[config.mk]
export PLATFORM = sky130hd
export DESIGN_NAME = timer_irq_flags
export DESIGN_NICKNAME = d
export VERILOG_FILES = /design/src/rtl/tfc_pkg.sv /design/src/rtl/tfc_ctrl.sv /design/src/rtl/tfc_dp.sv /design/src/rtl/timer_irq_flags.sv
export SDC_FILE = /design/constraint.sdc
export NUM_CORES = 1
export LEC_CHECK = 0
export BUFFER_PORTS_ARGS = -buffer_cell sky130_fd_sc_hd__buf_2
export CELL_PAD_IN_SITES_DETAIL_PLACEMENT = 1
export CELL_PAD_IN_SITES_GLOBAL_PLACEMENT = 1
export CORE_MARGIN = 4
export CORE_UTILIZATION = 37
export DETAILED_ROUTE_END_ITERATION = 8
export GPL_TIMING_DRIVEN = 0
export HOLD_SLACK_MARGIN = 0.1
export MAX_ROUTING_LAYER = met4
export PLACE_DENSITY = 0.81
export RECOVER_POWER = 100
export SLEW_MARGIN = 10
export SYNTH_ARGS = -nofsm -noshare
export SYNTH_HDL_FRONTEND = slang
export SYNTH_HIERARCHICAL = 1
export SYNTH_SLANG_ARGS = --single-unit
[constraint.sdc]
create_clock -name clk -period 1.4 [get_ports clk]
set_input_delay 0.21 -clock clk [delete_from_list [all_inputs] [get_ports clk]]
set_output_delay 0.21 -clock clk [all_outputs]
set_load 0.01 [all_outputs]
[src/rtl/tfc_pkg.sv]
package tfc_pkg;
  localparam int SRC_W = 8;
  // bit positions that the vector logic decodes
  localparam int T1_OVF = 7;
  localparam int T1_CMPA = 6;
  localparam int T1_CMPB = 5;
  localparam int T2_OVF = 4;
  localparam int T1_CAP = 3;
  localparam int T2_CMP = 2;
  localparam int T0_OVF = 1;
  localparam int T0_CMP = 0;

  typedef struct packed {
    logic [SRC_W-1:0] setMask;
    logic [SRC_W-1:0] clrMask;
    logic             enLoad;
    logic [SRC_W-1:0] enData;
  } tfc_strobe_t;
endpackage

[src/rtl/tfc_ctrl.sv]
module tfc_ctrl
  import tfc_pkg::*;
#(
  parameter int W = SRC_W,
  parameter int PWM_BIT = T1_OVF
) (
  input  logic         regSel,
  input  logic         regWr,
  input  logic [W-1:0] wrData,
  input  logic [W-1:0] evtPulse,
  input  logic         t1LeaveZero,
  input  logic         pwmMode,
  input  logic [W-1:0] vecAck,
  output tfc_strobe_t  strobe
);
  logic [W-1:0] setVec;
  logic [W-1:0] swClr;

  for (genvar i = 0; i < W; i++) begin : g_set
    if (i == PWM_BIT) begin : g_pwm
      assign setVec[i] = pwmMode ? t1LeaveZero : evtPulse[i];
    end else begin : g_plain
      assign setVec[i] = evtPulse[i];
    end
  end

  assign swClr = (regWr && !regSel) ? wrData : '0;

  always_comb begin
    strobe.setMask = setVec;
    strobe.clrMask = swClr | vecAck;
    strobe.enLoad  = regWr && regSel;
    strobe.enData  = wrData;
  end
endmodule

[src/rtl/tfc_dp.sv]
module tfc_dp
  import tfc_pkg::*;
#(
  parameter int W = SRC_W
) (
  input  logic         clk,
  input  logic         rstN,
  input  tfc_strobe_t  strobe,
  input  logic         regSel,
  input  logic         globalIe,
  output logic [W-1:0] flagQ,
  output logic [W-1:0] enQ,
  output logic [W-1:0] rdData,
  output logic [W-1:0] irqReq
);
  always_ff @(posedge clk or negedge rstN) begin
    if (!rstN) begin
      flagQ <= '0;
      enQ   <= '0;
    end else begin
      // set has priority so that no event is lost
      flagQ <= (flagQ & ~strobe.clrMask) | strobe.setMask;
      if (strobe.enLoad) enQ <= strobe.enData;
    end
  end

  assign rdData = regSel ? enQ : flagQ;
  assign irqReq = flagQ & enQ & {W{globalIe}};
endmodule

[src/rtl/timer_irq_flags.sv]
module timer_irq_flags
  import tfc_pkg::*;
(
  input  logic             clk,
  input  logic             rstN,
  input  logic             regSel,
  input  logic             regWr,
  input  logic [SRC_W-1:0] wrData,
  output logic [SRC_W-1:0] rdData,
  input  logic [SRC_W-1:0] evtPulse,
  input  logic             t1LeaveZero,
  input  logic             pwmMode,
  input  logic [SRC_W-1:0] vecAck,
  input  logic             globalIe,
  output logic [SRC_W-1:0] irqReq
);
  tfc_strobe_t strobe;
  logic [SRC_W-1:0] flagQ;
  logic [SRC_W-1:0] enQ;

  tfc_ctrl #(.W(SRC_W), .PWM_BIT(T1_OVF)) u_ctrl (
    .regSel(regSel), .regWr(regWr), .wrData(wrData), .evtPulse(evtPulse),
    .t1LeaveZero(t1LeaveZero), .pwmMode(pwmMode), .vecAck(vecAck),
    .strobe(strobe)
  );

  tfc_dp #(.W(SRC_W)) u_dp (
    .clk(clk), .rstN(rstN), .strobe(strobe), .regSel(regSel),
    .globalIe(globalIe), .flagQ(flagQ), .enQ(enQ), .rdData(rdData),
    .irqReq(irqReq)
  );
endmodule

==> results of run 1 <==
==> final timing paths <==
path                               start            end  slack, ns  depth (start not counted)
hold reg to reg            u_dp/flagQ[2]  u_dp/flagQ[2]       0.51                          1
hold / removal               t1LeaveZero  u_dp/flagQ[7]       0.23                          3
setup reg to reg             u_dp/enQ[6]    u_dp/enQ[6]       0.60                          1
max in group asynchronous           rstN    u_dp/enQ[7]       0.31                          2
min in group asynchronous           rstN    u_dp/enQ[3]       0.54                          2
setup / recovery           u_dp/flagQ[0]      rdData[0]       0.07                          2
==> power breakdown <==
group | switching, mW | total [mW] | leakage (nW) | internal, mW
registers | 0.0400 | 0.554 | 0.181 | 0.514
clock network | 0.157 | 0.315 | 0.0210 | 0.159
logic | 0.132 | 0.332 | 0.547 | 0.200
==> layout make-up <==
type / instances / area (um2) / share of cell area (%)
buffer: 18 / 131 / 9.97
clock buffer: 4 / 36.3 / 2.75
inverter: 8 / 30.0 / 2.28
multi-input combinational: 43 / 420 / 31.9
sequential: 16 / 400 / 30.4
tap: 30 / 37.5 / 2.85
timing repair buffer: 47 / 262 / 19.8
==> state kept, by name (all words and copies together), names as in the netlist <==
name / flops
u_dp/flagQ: 8
u_dp/enQ: 8
==> cell usage in the layout, fill, tap and decap left out <==
cell type | netlist | final
a21o_1 | 16 | 16
and2_2 | 1 | 1
and3_1 | 8 | 8
buf_2 | 0 | 22
buf_4 | 15 | 15
buf_6 | 3 | 1
clkbuf_1 | 0 | 13
clkbuf_2 | 0 | 6
clkbuf_4 | 0 | 3
clkbuf_8 | 0 | 1
dfrtp_1 | 16 | 16
dlygate4sd3_1 | 0 | 8
inv_1 | 8 | 8
mux2_1 | 0 | 6
mux2_2 | 1 | 1
mux2_4 | 16 | 10
nor2b_4 | 1 | 1
==> worst min-delay path: stages <==
cell and delay, ns:
buf_2 0.07, mux2_2 0.13, a21o_1 0.08
==> layer usage <==
layer / vias up / part of all wire (%) / wire length [um]
li1: 373 / - / -
met1: 359 / 37 / 927
met2: 29 / 55 / 1360
met3: 6 / 5.6 / 138
met4: 0 / 2.1 / 51
met5: - / 0 / 0
==> metrics by stage <==
| stage | power (mW) | worst slack (ns) | utilization [%] | instances |
|---|---|---|---|---|
| after floorplan | 0.785 | 0.468 | - | 85 |
| after global placement | 0.902 | 0.229 | 49.2 | 154 |
| after detailed placement | 0.918 | 0.214 | 49.2 | 154 |
| after CTS | 1.26 | 0.0420 | 53.8 | 166 |
| after global routing | 1.29 | 0.00355 | 51.8 | 166 |
| final | 1.20 | 0.0660 | 51.8 | 166 |
==> cells by family (layout without fill, tap and decap cells) <==
| family | count (synthesis) | after routing | synth area share (%) |
|---|---|---|---|
| AO/OA/AOI/OAI | 16 | 16 | 11.8 |
| AND/OR/NAND/NOR | 10 | 10 | 6.99 |
| flip-flops | 16 | 16 | 39.3 |
| buffers and inverters | 26 | 77 | 17.3 |
| multiplexers | 17 | 17 | 24.7 |
==> results.json, run 1 <==
{
  "syn_nets": 116,
  "grt_pass1_wl_um": 4080,
  "fin_worst_skew_ns": 0,
  "nets": 168,
  "slew_violations": 0,
  "place_area_um2": 1250,
  "p_leak_nw": 0.750,
  "route.detailed.drc": 0,
  "synth_top_cell_by_area": "dfrtp_1",
  "crit_family": "flip-flops",
  "worstPathCellList": "mux2_4 > buf_2",
  "crit_path_end_kind": "output port",
  "fin_crit_sh_pct": 95.3,
  "fin_tns_setup_ns": 0,
  "worstSetupPathType": "flip-flop to output port",
  "grt_max_degree": 17,
  "synth_edf_count": 0,
  "grt_setup_unrepaired": "no",
  "top_usage_layer": "met2",
  "critPathArrivalTime_ns": 1.12,
  "io_buffer_count": 39,
  "clockRootBuffer": "clkbuf_4",
  "maxCapViolCount": 0,
  "clk_latency_ns": 0.29,
  "critPathSlowestCell": "dfrtp_1",
  "wl_um": 2470,
  "critPathMaxStageDelay_ns": 0.41,
  "crit_required_ns": 1.19,
  "grt_use_met1_pct": 17.1,
  "timing.hold.ws_ns": 0.226,
  "path_max_fanout": 3,
  "synthToLayoutAreaGrowth_pct": 29.2,
  "num-fill-cells": 309,
  "synth_top_area_share_pct": 39.3,
  "grt_pass1_vias": 887,
  "htree_levels": 1,
  "vias_per_cell": 4.62,
  "clock-sinks": 16,
  "vias": 767,
  "ir_drop_uv": 489,
  "grt_use_met2_pct": 29.9,
  "synth_ff_type": "dfrtp_1",
  "yosys_register_bits": 16,
  "die_x_um": 60.5,
  "min_period_ns": 1.33,
  "start_util_pct": 40.1,
  "hold_class": "primary input to flip-flop",
  "cts_buffer_depth": 2,
  "die_h_um": 60.5,
  "ys_seq_area_share_pct": 39.3,
  "synth_common_cells": "a21o_1, dfrtp_1, mux2_4",
  "cts_hold_buf": 8,
  "synth_area_per_cell_um2": 12.0,
  "synth_async_sr_flop_share_pct": 100,
  "cts_tree": "yes",
  "syn_inst": 85,
  "wl_per_cell_um": 14.9,
  "tightest_slew_ns": 0.895,
  "ctsResizeCount": 0,
  "gr-total-overflow": 0,
  "path_buf_inv": 1,
  "max_clock_freq_ghz": 0.750,
  "ys_top_cells_by_area": "dfrtp_1, mux2_4, a21o_1, buf_4, and3_1",
  "dieArea_um2": 3660,
  "path_clk_slew_ns": 0.10,
  "rows": 18,
  "grt.total_usage_pct": 16.2,
  "ios": 47,
  "maxSlewHeadroom_pct": 40.3,
  "postCtsSetupBuffers": 0,
  "p_per_area_nw_per_um2": 911,
  "ys_types": 10,
  "start_kind": "flip-flop",
  "fin_area_um2": 1320,
  "antenna_cells": 0,
  "firstDrtPassIters": 3,
  "hold_viol_final": 0,
  "gp_congestion": 0.688,
  "synthesis.area_um2": 1020,
  "setup_viol": 0,
  "drive_gt1_share_pct": 44.9,
  "cts_made_buffers": 3,
  "final_antenna_net_count": 0,
  "core_region_area_um2": 2540,
  "dp_hpwl_um": 1880,
  "grt.met3_usage_pct": 2.77,
  "status": "finished clean",
  "drtIter0Drc": 9,
  "ys_warn_count": 6,
  "antenna_found_initial": 0
}
(Power assumes the default switching activity.)
==> run 2, diff against run 1 <==
==> constraint.sdc (replaced) <==
create_clock -name clk -period 1.4 [get_ports clk]
set_input_delay 0.07 -clock clk [delete_from_list [all_inputs] [get_ports clk]]
set_output_delay 0.07 -clock clk [all_outputs]
set_load 0.01 [all_outputs]
==> results.json, run 2 (same netlist as run 1, synthesis figures left out) <==
{
  "tightest_slew_ns": 0.872,
  "setup_viol": 0,
  "maxCapViolCount": 0,
  "largest_registers": "u_dp/enQ (8), u_dp/flagQ (8)",
  "min_period_ns": 1.18,
  "firstDrtPassIters": 2,
  "hold_viol_final": 0,
  "fin_crit_sh_pct": 84.4,
  "dp_cells": 154,
  "status": "finished clean",
  "slew_violations": 0,
  "vias": 818,
  "whs_endpoint": "u_dp/enQ[1]",
  "min-delay-start": "wrData[1]",
  "p_leak_nw": 0.779,
  "cts_buffer_depth": 2,
  "gr-total-overflow": 0,
  "mostFrequentLayoutCell": "clkbuf_1",
  "final_cell_mix": "clkbuf_1, dlygate4sd3_1, buf_2, a21o_1, dfrtp_1",
  "final_antenna_net_count": 0,
  "clockRootBuffer": "clkbuf_4",
  "grt_max_degree": 17,
  "synthToLayoutAreaGrowth_pct": 39.6,
  "p_per_area_nw_per_um2": 862,
  "worstSetupPathType": "flip-flop to output port",
  "worst_r2r_path_depth": 1,
  "path_max_fanout": 3,
  "io_buffer_count": 39,
  "path_clk_slew_ns": 0.10,
  "gp_congestion": 0.688,
  "r2r_setup_slack_ns": 0.59,
  "grt_pass1_vias": 910,
  "crit_path_end_kind": "output port",
  "cts_hold_buf": 15,
  "drtIter0Drc": 7,
  "die_x_um": 60.5,
  "critPathArrivalTime_ns": 1.11,
  "r2r-end": "u_dp/enQ[6]",
  "grt_setup_unrepaired": "no",
  "antenna_found_initial": 0,
  "postCtsSetupBuffers": 0,
  "fin_worst_skew_ns": 0,
  "die_h_um": 60.5,
  "dp_hpwl_um": 1880,
  "clk_latency_ns": 0.29,
  "ir_drop_uv": 536,
  "reg2reg_from": "u_dp/enQ[6]",
  "grt_pass1_wl_um": 4150,
  "dieArea_um2": 3660,
  "drive_gt1_share_pct": 38.6,
  "start_util_pct": 40.1,
  "ios": 47,
  "cts_made_buffers": 3,
  "worstHoldPathCells": 3,
  "antenna_cells": 0,
  "cts_tree": "yes",
  "rows": 18,
  "hold_class": "primary input to flip-flop",
  "ctsResizeCount": 0,
  "start_kind": "flip-flop",
  "final_cells": 175,
  "vias_per_cell": 4.67,
  "nets": 177,
  "grt.total_usage_pct": 16.4,
  "route.detailed.drc": 0,
  "maxSlewHeadroom_pct": 41.9,
  "clock-sinks": 16,
  "core_region_area_um2": 2540,
  "fin_tns_setup_ns": 0,
  "max_clock_freq_ghz": 0.846,
  "wl_um": 2620,
  "htree_levels": 1,
  "wl_per_cell_um": 15.0,
  "crit_required_ns": 1.33
}
==> run 2: final cells by class <==
class / count / area, um2
Clock buffer: 4 / 36.3
Tap cell: 30 / 37.5
Buffer: 18 / 146
Fill cell: 302 / 1120
Timing Repair Buffer: 56 / 338
Sequential cell: 16 / 400
Inverter: 8 / 30.0
Multi-Input combinational cell: 43 / 435
==> run 2: worst max path at each step <==
stage | slack (ns) | cells past startpoint | startpoint | endpoint
floorplan | 0.61 | 3 | regWr | u_dp/enQ[0]
global placement | 0.46 | 4 | regSel | u_dp/enQ[4]
detailed placement | 0.45 | 4 | regSel | u_dp/enQ[1]
CTS | 0.18 | 2 | u_dp/flagQ[0] | rdData[0]
global route | 0.16 | 2 | u_dp/flagQ[0] | rdData[0]
finish | 0.22 | 2 | u_dp/flagQ[0] | rdData[0]
==> run 2: metrics by stage <==
| step | worst slack (ns) | total power [mW] | cell area (um2) | hold WS (ns) | utilization, % |
|---|---|---|---|---|---|
| 2_1_floorplan | 0.608 | 0.785 | 1020 | -0.226 | - |
| 3_3_place_gp | 0.462 | 0.902 | 1250 | 0.000320 | 49.2 |
| 3_5_place_dp | 0.451 | 0.918 | 1250 | 0.0130 | 49.2 |
| 4_1_cts | 0.182 | 1.27 | 1440 | 0.100 | 56.5 |
| 5_1_grt | 0.158 | 1.32 | 1420 | 0.102 | 55.9 |
| 6_report | 0.218 | 1.23 | 1420 | 0.105 | 55.9 |
==> run 2: per-layer routing <==
metal | track usage [%] | routed length (um) | vias up
met5 | - | 0 | -
met1 | 17.2 | 948 | 390
met3 | 2.55 | 126 | 6
met4 | 4.64 | 51 | 0
li1 | - | - | 393
met2 | 31.3 | 1490 | 29
==> run 2: report_power, final <==
group	total, mW	internal (mW)	leakage (nW)	switching [mW]
registers	0.555	0.514	0.181	0.0411
logic	0.363	0.226	0.577	0.137
clock network	0.309	0.158	0.0210	0.151
==> run 2: worst max-delay path, stage by stage (launching register included) <==
cell,delay (ns)
dfrtp_1,0.41
mux2_4,0.28
clkbuf_1,0.13
